## config.mk

```make
export PLATFORM = sky130hd
export DESIGN_NAME = tct_trim_ctrl
export DESIGN_NICKNAME = d
export VERILOG_FILES = /design/src/rtl/tct_pkg.sv /design/src/rtl/tct_regs.sv /design/src/rtl/tct_lookup.sv /design/src/rtl/tct_interp.sv /design/src/rtl/tct_sum.sv /design/src/rtl/tct_trim_ctrl.sv
export SDC_FILE = /design/constraint.sdc
export NUM_CORES = 1
export LEC_CHECK = 0
export BUFFER_PORTS_ARGS = -buffer_cell sky130_fd_sc_hd__buf_2
export CAP_MARGIN = 20
export CORE_MARGIN = 3
export CORE_UTILIZATION = 69
export DETAILED_ROUTE_END_ITERATION = 8
export PLACE_DENSITY_LB_ADDON = 0.15
export SLEW_MARGIN = 20
export SYNTH_ARGS = -nofsm -noshare
export SYNTH_HDL_FRONTEND = slang
export SYNTH_SLANG_ARGS = --single-unit
```

## constraint.sdc

```tcl
create_clock -name clk -period 8.8 [get_ports clk]
set_input_delay 1.32 -clock clk [delete_from_list [all_inputs] [get_ports clk]]
set_output_delay 1.32 -clock clk [all_outputs]
set_load 0.005 [all_outputs]
```

## src/rtl/tct_pkg.sv

```systemverilog
package tct_pkg;
  localparam int TEMP_W   = 12;
  localparam int DAC_W    = 12;
  localparam int TUNE_W   = 15;
  localparam int FRAC_W   = 3;
  localparam int ACC_W    = DAC_W + FRAC_W + 2;
  localparam int TRIM_DIV = 8;

  localparam logic signed [ACC_W-1:0] DAC_TOP = ACC_W'((1 << DAC_W) - 1);

  // Coarse trim curve: one entry per half degree.
  function automatic logic [DAC_W-1:0] trim_entry(input int idx, input int mid, input int knee);
    int d;
    d = idx - knee;
    return DAC_W'(mid + (d * d) / TRIM_DIV);
  endfunction

  // Linear interpolation in 1/8 steps, floor rounding.
  function automatic logic signed [ACC_W-1:0] lerp(input logic [DAC_W-1:0] lo,
                                                   input logic [DAC_W-1:0] hi,
                                                   input logic [FRAC_W-1:0] frac);
    logic signed [ACC_W-1:0] a, b, f, p;
    a = {{(ACC_W-DAC_W){1'b0}}, lo};
    b = {{(ACC_W-DAC_W){1'b0}}, hi};
    f = {{(ACC_W-FRAC_W){1'b0}}, frac};
    p = (b - a) * f;
    return a + (p >>> FRAC_W);
  endfunction

  // Add signed offset and clamp to the unsigned DAC range.
  function automatic logic [DAC_W-1:0] sat_sum(input logic signed [ACC_W-1:0] trim,
                                               input logic signed [TUNE_W-1:0] tune);
    logic signed [ACC_W-1:0] t, s;
    t = {{(ACC_W-TUNE_W){tune[TUNE_W-1]}}, tune};
    s = trim + t;
    if (s[ACC_W-1]) return '0;
    if (s > DAC_TOP) return '1;
    return s[DAC_W-1:0];
  endfunction
endpackage

```

## src/rtl/tct_regs.sv

```systemverilog
module tct_regs
  import tct_pkg::*;
(
  input  logic                     clk,
  input  logic                     rst_n,
  input  logic                     temp_valid,
  input  logic signed [TEMP_W-1:0] temp_in,
  input  logic                     wr_en,
  input  logic [1:0]               wr_addr,
  input  logic [7:0]               wr_data,
  input  logic [1:0]               rd_addr,
  output logic [7:0]               rd_data,
  output logic                     freeze,
  output logic signed [TUNE_W-1:0] tune_val,
  output logic signed [TEMP_W-1:0] temp_reg,
  output logic signed [TEMP_W-1:0] comp_temp,
  output logic                     temp_evt,
  output logic                     tune_evt,
  output logic                     start
);
  localparam logic [1:0] A_TUNE_HI = 2'd0;
  localparam logic [1:0] A_TUNE_LO = 2'd1;
  localparam logic [1:0] A_TEMP_HI = 2'd2;
  localparam int HI_W = TUNE_W - 8;

  logic [HI_W-1:0] shadow_q;
  logic            primed_q;

  assign tune_evt = wr_en && (wr_addr == A_TUNE_LO);
  assign temp_evt = temp_valid && !freeze && (!primed_q || (temp_in != comp_temp));

  always_ff @(posedge clk) begin
    if (!rst_n) begin
      freeze    <= 1'b0;
      shadow_q  <= '0;
      tune_val  <= '0;
      temp_reg  <= '0;
      comp_temp <= '0;
      primed_q  <= 1'b0;
      start     <= 1'b0;
    end else begin
      start <= temp_evt || tune_evt;
      if (temp_valid) temp_reg <= temp_in;
      if (temp_evt) begin
        comp_temp <= temp_in;
        primed_q  <= 1'b1;
      end
      if (wr_en && (wr_addr == A_TUNE_HI)) begin
        freeze   <= wr_data[7];
        shadow_q <= wr_data[HI_W-1:0];
      end
      if (tune_evt) tune_val <= {shadow_q, wr_data};
    end
  end

  always_comb begin
    case (rd_addr)
      A_TUNE_HI: rd_data = {freeze, tune_val[TUNE_W-1:8]};
      A_TUNE_LO: rd_data = tune_val[7:0];
      A_TEMP_HI: rd_data = temp_reg[TEMP_W-1:TEMP_W-8];
      default:   rd_data = {temp_reg[TEMP_W-9:0], {(16-TEMP_W){1'b0}}};
    endcase
  end
endmodule

```

## src/rtl/tct_lookup.sv

```systemverilog
module tct_lookup
  import tct_pkg::*;
#(
  parameter int TBL_N     = 256,
  parameter int TBL_BASE  = -80,
  parameter int TRIM_MID  = 1500,
  parameter int TRIM_KNEE = 128
) (
  input  logic                     clk,
  input  logic                     rst_n,
  input  logic                     in_go,
  input  logic signed [TEMP_W-1:0] in_temp,
  input  logic signed [TUNE_W-1:0] in_tune,
  output logic                     out_v,
  output logic [DAC_W-1:0]         out_lo,
  output logic [DAC_W-1:0]         out_hi,
  output logic [FRAC_W-1:0]        out_frac,
  output logic signed [TUNE_W-1:0] out_tune
);
  localparam int IW    = $clog2(TBL_N);
  localparam int T_MIN = TBL_BASE * (1 << FRAC_W);
  localparam int T_MAX = (TBL_BASE + TBL_N - 1) * (1 << FRAC_W);

  logic [DAC_W-1:0]  rom [TBL_N];
  logic [IW-1:0]     lo_idx, hi_idx;
  logic [FRAC_W-1:0] frac;

  for (genvar g = 0; g < TBL_N; g++) begin : g_rom
    assign rom[g] = trim_entry(g, TRIM_MID, TRIM_KNEE);
  end

  always_comb begin
    int ti;
    int ii;
    ti = int'(in_temp);
    if (ti < T_MIN) ti = T_MIN;
    else if (ti > T_MAX) ti = T_MAX;
    ii     = (ti >>> FRAC_W) - TBL_BASE;
    lo_idx = IW'(ii);
    hi_idx = (ii >= TBL_N - 1) ? IW'(TBL_N - 1) : IW'(ii + 1);
    frac   = FRAC_W'(ti & ((1 << FRAC_W) - 1));
  end

  always_ff @(posedge clk) begin
    if (!rst_n) begin
      out_v    <= 1'b0;
      out_lo   <= '0;
      out_hi   <= '0;
      out_frac <= '0;
      out_tune <= '0;
    end else begin
      out_v <= in_go;
      if (in_go) begin
        out_lo   <= rom[lo_idx];
        out_hi   <= rom[hi_idx];
        out_frac <= frac;
        out_tune <= in_tune;
      end
    end
  end
endmodule

```

## src/rtl/tct_interp.sv

```systemverilog
module tct_interp
  import tct_pkg::*;
(
  input  logic                     clk,
  input  logic                     rst_n,
  input  logic                     in_v,
  input  logic [DAC_W-1:0]         in_lo,
  input  logic [DAC_W-1:0]         in_hi,
  input  logic [FRAC_W-1:0]        in_frac,
  input  logic signed [TUNE_W-1:0] in_tune,
  output logic                     out_v,
  output logic signed [ACC_W-1:0]  out_trim,
  output logic signed [TUNE_W-1:0] out_tune
);
  always_ff @(posedge clk) begin
    if (!rst_n) begin
      out_v    <= 1'b0;
      out_trim <= '0;
      out_tune <= '0;
    end else begin
      out_v <= in_v;
      if (in_v) begin
        out_trim <= lerp(in_lo, in_hi, in_frac);
        out_tune <= in_tune;
      end
    end
  end
endmodule

```

## src/rtl/tct_sum.sv

```systemverilog
module tct_sum
  import tct_pkg::*;
(
  input  logic                     clk,
  input  logic                     rst_n,
  input  logic                     in_v,
  input  logic signed [ACC_W-1:0]  in_trim,
  input  logic signed [TUNE_W-1:0] in_tune,
  output logic [DAC_W-1:0]         dac_code,
  output logic                     done
);
  always_ff @(posedge clk) begin
    if (!rst_n) begin
      dac_code <= '0;
      done     <= 1'b0;
    end else begin
      done <= in_v;
      if (in_v) dac_code <= sat_sum(in_trim, in_tune);
    end
  end
endmodule

```

## src/rtl/tct_trim_ctrl.sv

```systemverilog
module tct_trim_ctrl
  import tct_pkg::*;
#(
  parameter int TBL_N     = 256,
  parameter int TBL_BASE  = -80,
  parameter int TRIM_MID  = 1500,
  parameter int TRIM_KNEE = 128
) (
  input  logic                     clk,
  input  logic                     rst_n,
  input  logic                     temp_valid,
  input  logic signed [TEMP_W-1:0] temp_in,
  input  logic                     wr_en,
  input  logic [1:0]               wr_addr,
  input  logic [7:0]               wr_data,
  input  logic [1:0]               rd_addr,
  output logic [7:0]               rd_data,
  output logic [DAC_W-1:0]         dac_code,
  output logic                     done
);
  logic                     freeze, temp_evt, tune_evt, start;
  logic signed [TUNE_W-1:0] tune_val;
  logic signed [TEMP_W-1:0] temp_reg, comp_temp;

  logic                     look_v;
  logic [DAC_W-1:0]         look_lo, look_hi;
  logic [FRAC_W-1:0]        look_frac;
  logic signed [TUNE_W-1:0] look_tune;

  logic                     interp_v;
  logic signed [ACC_W-1:0]  interp_trim;
  logic signed [TUNE_W-1:0] interp_tune;

  tct_regs u_regs (
    .clk(clk), .rst_n(rst_n), .temp_valid(temp_valid), .temp_in(temp_in),
    .wr_en(wr_en), .wr_addr(wr_addr), .wr_data(wr_data), .rd_addr(rd_addr),
    .rd_data(rd_data), .freeze(freeze), .tune_val(tune_val), .temp_reg(temp_reg),
    .comp_temp(comp_temp), .temp_evt(temp_evt), .tune_evt(tune_evt), .start(start)
  );

  tct_lookup #(
    .TBL_N(TBL_N), .TBL_BASE(TBL_BASE), .TRIM_MID(TRIM_MID), .TRIM_KNEE(TRIM_KNEE)
  ) u_lookup (
    .clk(clk), .rst_n(rst_n), .in_go(start), .in_temp(comp_temp), .in_tune(tune_val),
    .out_v(look_v), .out_lo(look_lo), .out_hi(look_hi), .out_frac(look_frac),
    .out_tune(look_tune)
  );

  tct_interp u_interp (
    .clk(clk), .rst_n(rst_n), .in_v(look_v), .in_lo(look_lo), .in_hi(look_hi),
    .in_frac(look_frac), .in_tune(look_tune), .out_v(interp_v),
    .out_trim(interp_trim), .out_tune(interp_tune)
  );

  tct_sum u_sum (
    .clk(clk), .rst_n(rst_n), .in_v(interp_v), .in_trim(interp_trim),
    .in_tune(interp_tune), .dac_code(dac_code), .done(done)
  );
endmodule

```

# After elaboration in Yosys (flattened, before gate mapping)
# Memories as Yosys holds them, arrays and structs flattened. A register that Yosys moved wholly into a read port is not among the register bits.
# Cells that the tools add are included.
totals:
  register_bits: 114
  mem_bits_ro: 6144
  n_memories: 2
op_classes:
  add_sub_neg: 5
  n_mul: 1
  magnitude_cmp: 4
  n_eq_ne: 4
  n_mux: 15
  n_bitwise: 2
  reduce_logical: 12
mem_list:
  columns: ["name", "depth", "word_bits", "rd", "rd_clocked_by_memory_dff", "write_ports", "line_no", "source"]
  rows:
  - ["(name not given)", 256, 12, 1, 1, 0, "tct_lookup.sv:55", "out_hi <= rom[hi_idx];"]
  - ["(name not given)", 256, 12, 1, 1, 0, "tct_lookup.sv:54", "out_lo <= rom[lo_idx];"]
ops:
  columns: ["cell", "count"]
  rows:
  - ["two-way mux 32 bit", 2]
  - ["two-way mux 12 bit", 4]
  - [">= comparator 30 x 9 -> 1 bit (second input constant)", 1]
  - ["subtractor 29 x 8 -> 30 bit (second input constant)", 1]
  - ["one-hot mux 8 bit (3 select lines)", 1]
  - ["NOT 8 -> 9 bit", 2]
  - ["adder 17 x 15 -> 17 bit", 1]
  - ["greater-than comparator 17 x 13 -> 1 bit (second input constant)", 1]
  - ["multiplier 13 x 4 -> 17 bit", 1]
  - ["adder 13 x 14 -> 15 bit", 1]
  - ["subtractor 12 x 12 -> 13 bit", 1]
  - ["greater-than comparator 12 bit (second input constant)", 1]
  - ["< comparator 12 x 11 -> 1 bit (second input constant)", 1]
  - ["inequality test 12 bit", 1]
  - ["adder 8 x 2 -> 8 bit (second input constant)", 1]
  - ["two-way mux 8 bit", 1]
  - ["two-way mux 1 bit", 7]
  - ["== test 2 x 1 -> 1 bit (second input constant)", 2]
  - ["logical AND 1 bit", 4]
  - ["zero test 1 bit", 4]
  - ["zero test 2 bit", 2]
  - ["== test 2 bit (second input constant)", 1]
  - ["logical OR 1 bit", 2]

# Depth between registers and ports, before layout
# Gate-level depths: netlist of the first run.
logic_depth:
  depth_word: 9
  ltp_mapped: 30

# Modules after synthesis
# Synthesis of the first run repeated with hierarchy kept, for this count alone.
hier_totals:
  cells_unflattened: 1747
  area_unflattened_um2: 13465.4
by_module_without_submodules:
  columns: ["module", "n_inst", "cells_each", "area_per_inst_um2", "seq_area_each_um2"]
  rows:
  - ["tct_lookup", 1, 896, 6160.9, 860.8]
  - ["tct_interp", 1, 456, 3734.8, 620.6]
  - ["tct_regs", 1, 220, 2147.1, 980.9]
  - ["tct_sum", 1, 175, 1422.6, 260.2]

# Worst setup path after synthesis of the first run
# Ideal clock, no wire load.
synth_path:
  kind: "register -> register"
  from: "reg u_lookup.out_lo[0]"
  to: "reg u_interp.out_trim[12]"
  setup_ps: 117
  t_arrival_ps: 5275
  path_slack_ps: 3409
  path_stages_with_launch: 30
  period_less_slack_ps: 5391
  path_cell_list: "dfxtp_1 ha_1 inv_1 fa_1 a21o_1 a21oi_1 o21bai_1 a21oi_1 o21bai_1 a211o_1 a21oi_1 xnor2_1 and2_1 ha_1 inv_1 fa_1 inv_1 ha_1 or2_2 a21oi_1 inv_1 nand2_1 xnor2_1 ha_1 or3_1 o21ai_0 a21oi_1 xor2_1 mux2i_1 nor2b_1"
synth_via:
  elab_chain_cells: 3
synth_rtl:
  columns: ["item", "line_no", "source"]
  rows:
  - ["start: declaration", "tct_lookup.sv:15", "output logic [DAC_W-1:0] out_lo,"]
  - ["subtractor 12 x 12 -> 13 bit", "tct_pkg.sv:26", "p = (b - a) * f;"]
  - ["multiplier 13 x 4 -> 17 bit", "tct_pkg.sv:26", null]
  - ["adder 13 x 14 -> 15 bit (*)", "tct_pkg.sv:27", "return a + (p >>> FRAC_W);"]
  - ["end signal: assignment", "tct_interp.sv:23", "out_trim <= lerp(in_lo, in_hi, in_frac);"]
  - ["end: declaration", "tct_interp.sv:12", "output logic signed [ACC_W-1:0] out_trim,"]
# Every way passes the cells marked *; elsewhere a longest branch is shown, timed or not.
# A chain may end at the register's enable or synchronous reset.

# Worst setup path in the final report of the first run
layout_path:
  from: "reg u_lookup.out_lo[1]"
  to: "reg u_interp.out_trim[11]"
# The elaborated chain is that of the path after synthesis.

==> flow_summary.yaml, run 1 <==
routing:
  drt-total-wl_mm: 39.6
  vias: 12900
  wl_per_cell_um: 21.3
  drt_iter0_markers: 1543
  drtPass1Iterations: 6
  ant_nets: 0
  viasPerCell: 6.98
  drc: 0
sta:
  timing.hold.ws_ps: 472
  finalSetupTns_ps: 0
  worst_slew_pin_slew_ps: 1200
  hold_viol: 0
  drv_slew: 0
  rsz0062_at_grt: "no"
  setup_viol: 0
  period_minus_slack_ps: 6070
  slew_headroom_pct: 19.3
  skew_ps: 22.0
  clock.fmax_ghz: 0.165
  period_share_pct: 69.0
synthesis:
  syn_area_per_cell_um2: 7.71
  yosys.area.top_type_share_pct: 21.5
  yosysSeqAreaShare_pct: 21.5
  yosys_warnings: 0
  ys_ff_latch: 136
  yosysUniqueCellTypes: 86
  synth_top_area_cell: "dfxtp_1"
  synthTopCellsByArea: "dfxtp_1, ha_1, mux2i_1, nand2_1, a21oi_1"
  syn_inst: 1641
  synth-async-reset-ratio_pct: 0
  netlist_area_mm2: 0.0127
  ys.flop_type: "dfxtp_1"
  synth_fp_nets: 1787
  synth-edff-count: 0
critical_path:
  crit_path_end_kind: "flip-flop"
  cp-start-kind: "flip-flop"
  critical_path_required_ps: 9130
  worstPathMaxFanout: 5
  reg2reg_from: "u_lookup.out_lo[1]"
  worstSetupStartpoint: "u_lookup.out_lo[1]"
  worstSetupPathType: "flip-flop to flip-flop"
  cp.arrival_ps: 6400
final_layout:
  multi_input_area_mm2: 0.00908
  ff_latch_area_mm2: 0.00273
  finalNetCount: 1762
  drive_gt1_share_pct: 8.41
  finalNonFillerCells: 1854
  synthToLayoutAreaGrowth_pct: 6.74
  fin_area_mm2: 0.0135
  diodes: 0
  fill_cells: 1303
clocking:
  insertion_delay_ps: 430
  cts_tree: "done"
  ctsLongestPathBuffers: 2
  postCtsHoldBufs: 0
  htreeDepth: 4
  cts_setup_buffers: 0
  post_cts_resized: 0
  path_clk_slew_ps: 70
  cts_root_buffer: "clkbuf_16"
  cts_buffers: 17
  cts_sinks: 136
die:
  die_h_um: 141
  die_width_um: 141
  ios: 49
  start_util_pct: 71.9
  rows: 48
  coreArea_mm2: 0.0176
  die-area_mm2: 0.0200
hold_path:
  hold_class: "flip-flop to flip-flop"
  hold_start: "u_regs.primed_q"
flow_run:
  cap_violations: 0
power:
  net-switching-power_mw: 0.837
  combPwrFrac_pct: 33.5
  powerDensity_mw_per_mm2: 163
  internal-power_mw: 1.37
  switching_share_pct: 37.9
  ir_drop_mv: 0.220
  p_seq_share_pct: 30.8
  power_frac_clock_pct: 35.8
  p_leak_nw: 5.58
global_route:
  track_usage_pct: 38.9
  grt_pass1_vias: 12300
  grt_max_degree: 110
  gr-total-overflow: 0
  grt_pass1_wl_mm: 63.9
  antenna_found_initial: 0
status:
  status: "completed"
place:
  place.port_buffers: 48
  dpl.cell_count: 1822
  routabilityCongestion: 1.00
  dp_hpwl_mm: 27.1
  place_area_mm2: 0.0129
## path summary, 6_finish.rpt
path                                               to  slack [ps]  cells past startpoint
worst max-delay path            u_interp.out_trim[11]        2730                     26
worst min-delay path                  u_regs.primed_q         470                      1
worst max register to register  u_interp.out_trim[11]        2730                     26
worst min register to register        u_regs.primed_q         470                      1
## worst max-delay path, cell delays in order, from the launching register on
cell and delay, ps:
dfxtp_1 410, inv_1 110, ha_1 280, nor2b_1 120, o21ai_0 100, a21boi_0 290
nor2_1 130, and2_1 190, ha_1 280, inv_1 60, fa_1 550, inv_1 50
ha_1 340, a21o_1 210, a41o_1 270, a21o_1 200, a211oi_1 240, a211oi_1 80
ha_1 340, o21a_1 150, a2111oi_0 550, nor3_1 200, a21oi_1 310, a21oi_1 140
xor2_1 160, mux2i_1 150, nor2b_1 60
## synthesized netlist by cell type, types with 13 or more instances
cell,count
fa_1,16
o21ai_0,92
ha_1,102
a21boi_0,30
xnor2_1,33
nor3_1,33
a31oi_1,27
nand2_1,161
inv_1,97
clkbuf_1,75
a311oi_1,21
nor2b_1,84
o211ai_1,18
and2_1,33
mux2i_1,73
o2111ai_1,13
dfxtp_1,136
nand2b_1,16
nor2_1,113
nand3_1,31
xor2_1,29
a21o_1,16
a21oi_1,106
buf_2,18
a211oi_1,15
## stage by stage
step | setup WS [ps] | utilization, % | total power, mW
after floorplan | 3410 | - | 1.21
after global placement | 3130 | 73.1 | 1.38
after detailed placement | 2870 | 73.1 | 1.39
after CTS | 2850 | 76.8 | 2.18
after global routing | 2200 | 76.8 | 2.30
final | 2730 | 76.8 | 2.21
## cell families after synthesis
group | after synthesis | share of synthesized area [%]
flip-flops | 136 | 21.5
buffers and inverters | 215 | 6.85
AND/OR/NAND/NOR | 541 | 21.1
multiplexers | 77 | 6.48
adder cells (fa/ha/maj) | 119 | 12.7
AO/OA/AOI/OAI | 491 | 27.1
XOR/XNOR | 62 | 4.29
## layout make-up
type	count	share of cell area, %
multi-input cells	1290	67.2
clock buffers	17	3.15
inverters	102	2.83
well taps	225	2.08
flip-flops and latches	136	20.2
clock inverters	15	1.61
repair buffers	69	2.94
## per-layer routing
| layer | global-route usage [%] | vias to the layer above | part of all wire, % |
|---|---|---|---|
| li1 | - | 5890 | - |
| met3 | 8.73 | 164 | 9.6 |
| met2 | 62.5 | 804 | 46 |
| met4 | 17.1 | 0 | 4.4 |
| met1 | 50.4 | 6088 | 40 |
| met5 | 0 | - | 0 |
## cells in the final DEF (no fill, tap or decap), drive strengths merged, types with 7 or more instances in the layout
cell type,n
a2111oi,11
a211oi,16
a21boi,31
a21o,17
a21oi,107
a221oi,9
a311oi,21
a31oi,28
a41oi,7
and2,33
and3,10
buf,69
clkbuf,17
dfxtp,136
fa,16
ha,102
inv,113
mux2i,73
nand2,161
nand2b,17
nand3,31
nand4,8
nor2,116
nor2b,84
nor3,36
o2111ai,13
o211ai,18
o21a,11
o21ai,95
o311ai,13
o31ai,12
or2,7
or3,12
xnor2,33
xor2,29
## power by group through the flow
stage                     logic, mW  registers [mW]  clock network [mW]
after floorplan               0.543           0.669                   0
after global placement        0.694           0.690                   0
after detailed placement      0.703           0.691                   0
after CTS                     0.712           0.678               0.791
after global routing          0.799           0.682               0.816
final                         0.738           0.679               0.789
(Power assumes the default switching activity.)
==> run 2, diff against run 1 <==
--- a/config.mk
+++ b/config.mk
@@ -8,7 +8,7 @@
 export BUFFER_PORTS_ARGS = -buffer_cell sky130_fd_sc_hd__buf_2
 export CAP_MARGIN = 20
 export CORE_MARGIN = 3
-export CORE_UTILIZATION = 69
+export CORE_UTILIZATION = 58
 export DETAILED_ROUTE_END_ITERATION = 8
 export PLACE_DENSITY_LB_ADDON = 0.15
 export SLEW_MARGIN = 20
==> constraint.sdc (replaced) <==
create_clock -name clk -period 5.05 [get_ports clk]
set_input_delay 0.7575 -clock clk [delete_from_list [all_inputs] [get_ports clk]]
set_output_delay 0.7575 -clock clk [all_outputs]
set_load 0.005 [all_outputs]
==> run 2 against run 1 <==
The flow now finishes with violations (setup timing). Cell area increased by 11%. Global-route usage fell by 6.5 points. Die area grew 18%. Non-clock buffer count increased by 112. Count of clock-buffer cells in the layout unchanged. Critical path depth rose by 4. Total power is 86% higher. Utilization is 6.3 points lower. Clock power rose by 75%. Critical path type unchanged.
==> flow_summary.yaml, run 2 (synthesized netlist as in run 1, its figures left out) <==
sta:
  worst_slew_pin_slew_ps: 1150
  drv_slew: 0
  period_minus_slack_ps: 5380
  timing.hold.ws_ps: 463
  finalSetupTns_ps: -1350
  setup_viol: 6
  period_share_pct: 107
  hold_viol: 0
  fin_ws_ps: -332
  clock.fmax_ghz: 0.186
  slew_headroom_pct: 22.9
  rsz0062_at_grt: "yes"
  skew_ps: 13.3
routing:
  wl_per_cell_um: 19.8
  ant_nets: 0
  top_layer: "met4"
  drc: 0
  wl_met2_mm: 18.7
  drtPass1Iterations: 6
  vias: 13000
  viasPerCell: 6.47
  wl_met1_mm: 16.6
  drt_iter0_markers: 1434
  wl_met3_mm: 3.19
  drt-total-wl_mm: 40.0
global_route:
  antenna_found_initial: 0
  grt_pass1_wl_mm: 64.0
  track_usage_pct: 32.4
  grt_max_degree: 67
  gr-total-overflow: 0
  grt_pass1_vias: 12500
place:
  place_ws_ps: -341
  place.port_buffers: 48
  dp_hpwl_mm: 28.5
  routabilityCongestion: 1.01
die:
  coreArea_mm2: 0.0212
  die_h_um: 154
  die-area_mm2: 0.0236
  rows: 53
  die_width_um: 154
  ios: 49
  start_util_pct: 59.6
critical_path:
  critical_path_required_ps: 5320
  path_common_cell: "a21oi_2"
  worstSetupPathType: "flip-flop to flip-flop"
  crit_path_end_kind: "flip-flop"
  cp_slowest_cell: "fa_1"
  cp_top_family: "adder cells"
  cpPeakStageDelay_ps: 480
  cp-start-kind: "flip-flop"
  cp.arrival_ps: 5660
  path_buf_inv: 5
  worstPathMaxFanout: 5
final_layout:
  finalNetCount: 1874
  diodes: 0
  drive_gt1_share_pct: 19.8
  final_common_cell: "nand2_1"
  final_core_util_pct: 70.5
  synthToLayoutAreaGrowth_pct: 18.2
  layout_common_cells: "nand2_1, dfxtp_1, buf_4"
clocking:
  cts_sinks: 136
  path_clk_slew_ps: 70
  insertion_delay_ps: 420
  ctsLongestPathBuffers: 2
  htreeDepth: 4
  cts_buffers: 17
  cts_root_buffer: "clkbuf_16"
  cts_tree: "done"
flow_run:
  cap_violations: 0
power:
  p_leak_nw: 6.23
  powerDensity_mw_per_mm2: 274
  ir_drop_mv: 0.225
status:
  status: "complete, but fails checks"
  violations: "setup timing"
hold_path:
  hold_class: "flip-flop to flip-flop"
run 2: changes by cell type in the layout (fill, tap and decap cells not counted), sizes merged:
cell and change:
buf +112, clkinv +2, inv -2
run 2: final cells by class:
cell class              count  area, µm²
flip-flops and latches    136       2730
inverters                 102        383
clock inverters            15        223
multi-input cells        1290       9600
repair buffers            181       1260
clock buffers              17        425
fillers                  1724       6260
well taps                 275        344
run 2: tightest hold or removal path, cell delays in order, from the launching register on:
cell and delay (ps):
dfxtp_1 310, nand2_1 50, a21boi_0 60
run 2: what timing repair did:
action	4_1_cts	5_1_grt
hold buffers	0	0
endpoints found under the setup margin	8	13
pin swaps	53	34
buffers inserted	11	1
resized for setup	55	49
run 2: metal layers:
| metal | vias up | GRT usage (%) |
|---|---|---|
| li1 | 6127 | - |
| met1 | 6122 | 42.2 |
| met2 | 654 | 53.2 |
| met3 | 138 | 5.54 |
| met4 | 0 | 13.6 |
| met5 | - | 0 |
run 2: power by group:
part	leakage [nW]	internal, mW	total, mW	switching (mW)
sequential	1.11	1.12	1.17	0.0481
combinational	4.80	0.637	1.56	0.924
clock	0.318	0.810	1.38	0.566
run 2: worst paths after layout:
kind	depth (start not counted)	from	to	slack, ps
worst min-delay path	2	u_regs.shadow_q[6]	u_regs.tune_val[14]	460
worst max-delay path	30	u_lookup.out_hi[0]	u_interp.out_trim[13]	-330
worst min register to register	2	u_regs.shadow_q[6]	u_regs.tune_val[14]	460
worst max register to register	30	u_lookup.out_hi[0]	u_interp.out_trim[13]	-330
run 2: metrics by stage:
step,power [mW],cell area [µm²],instances
after floorplan,2.13,12700,1641
after global placement,2.56,13800,1974
after detailed placement,2.57,13800,1974
after CTS,4.01,14700,2016
after global routing,4.28,15000,2016
final,4.11,15000,2016
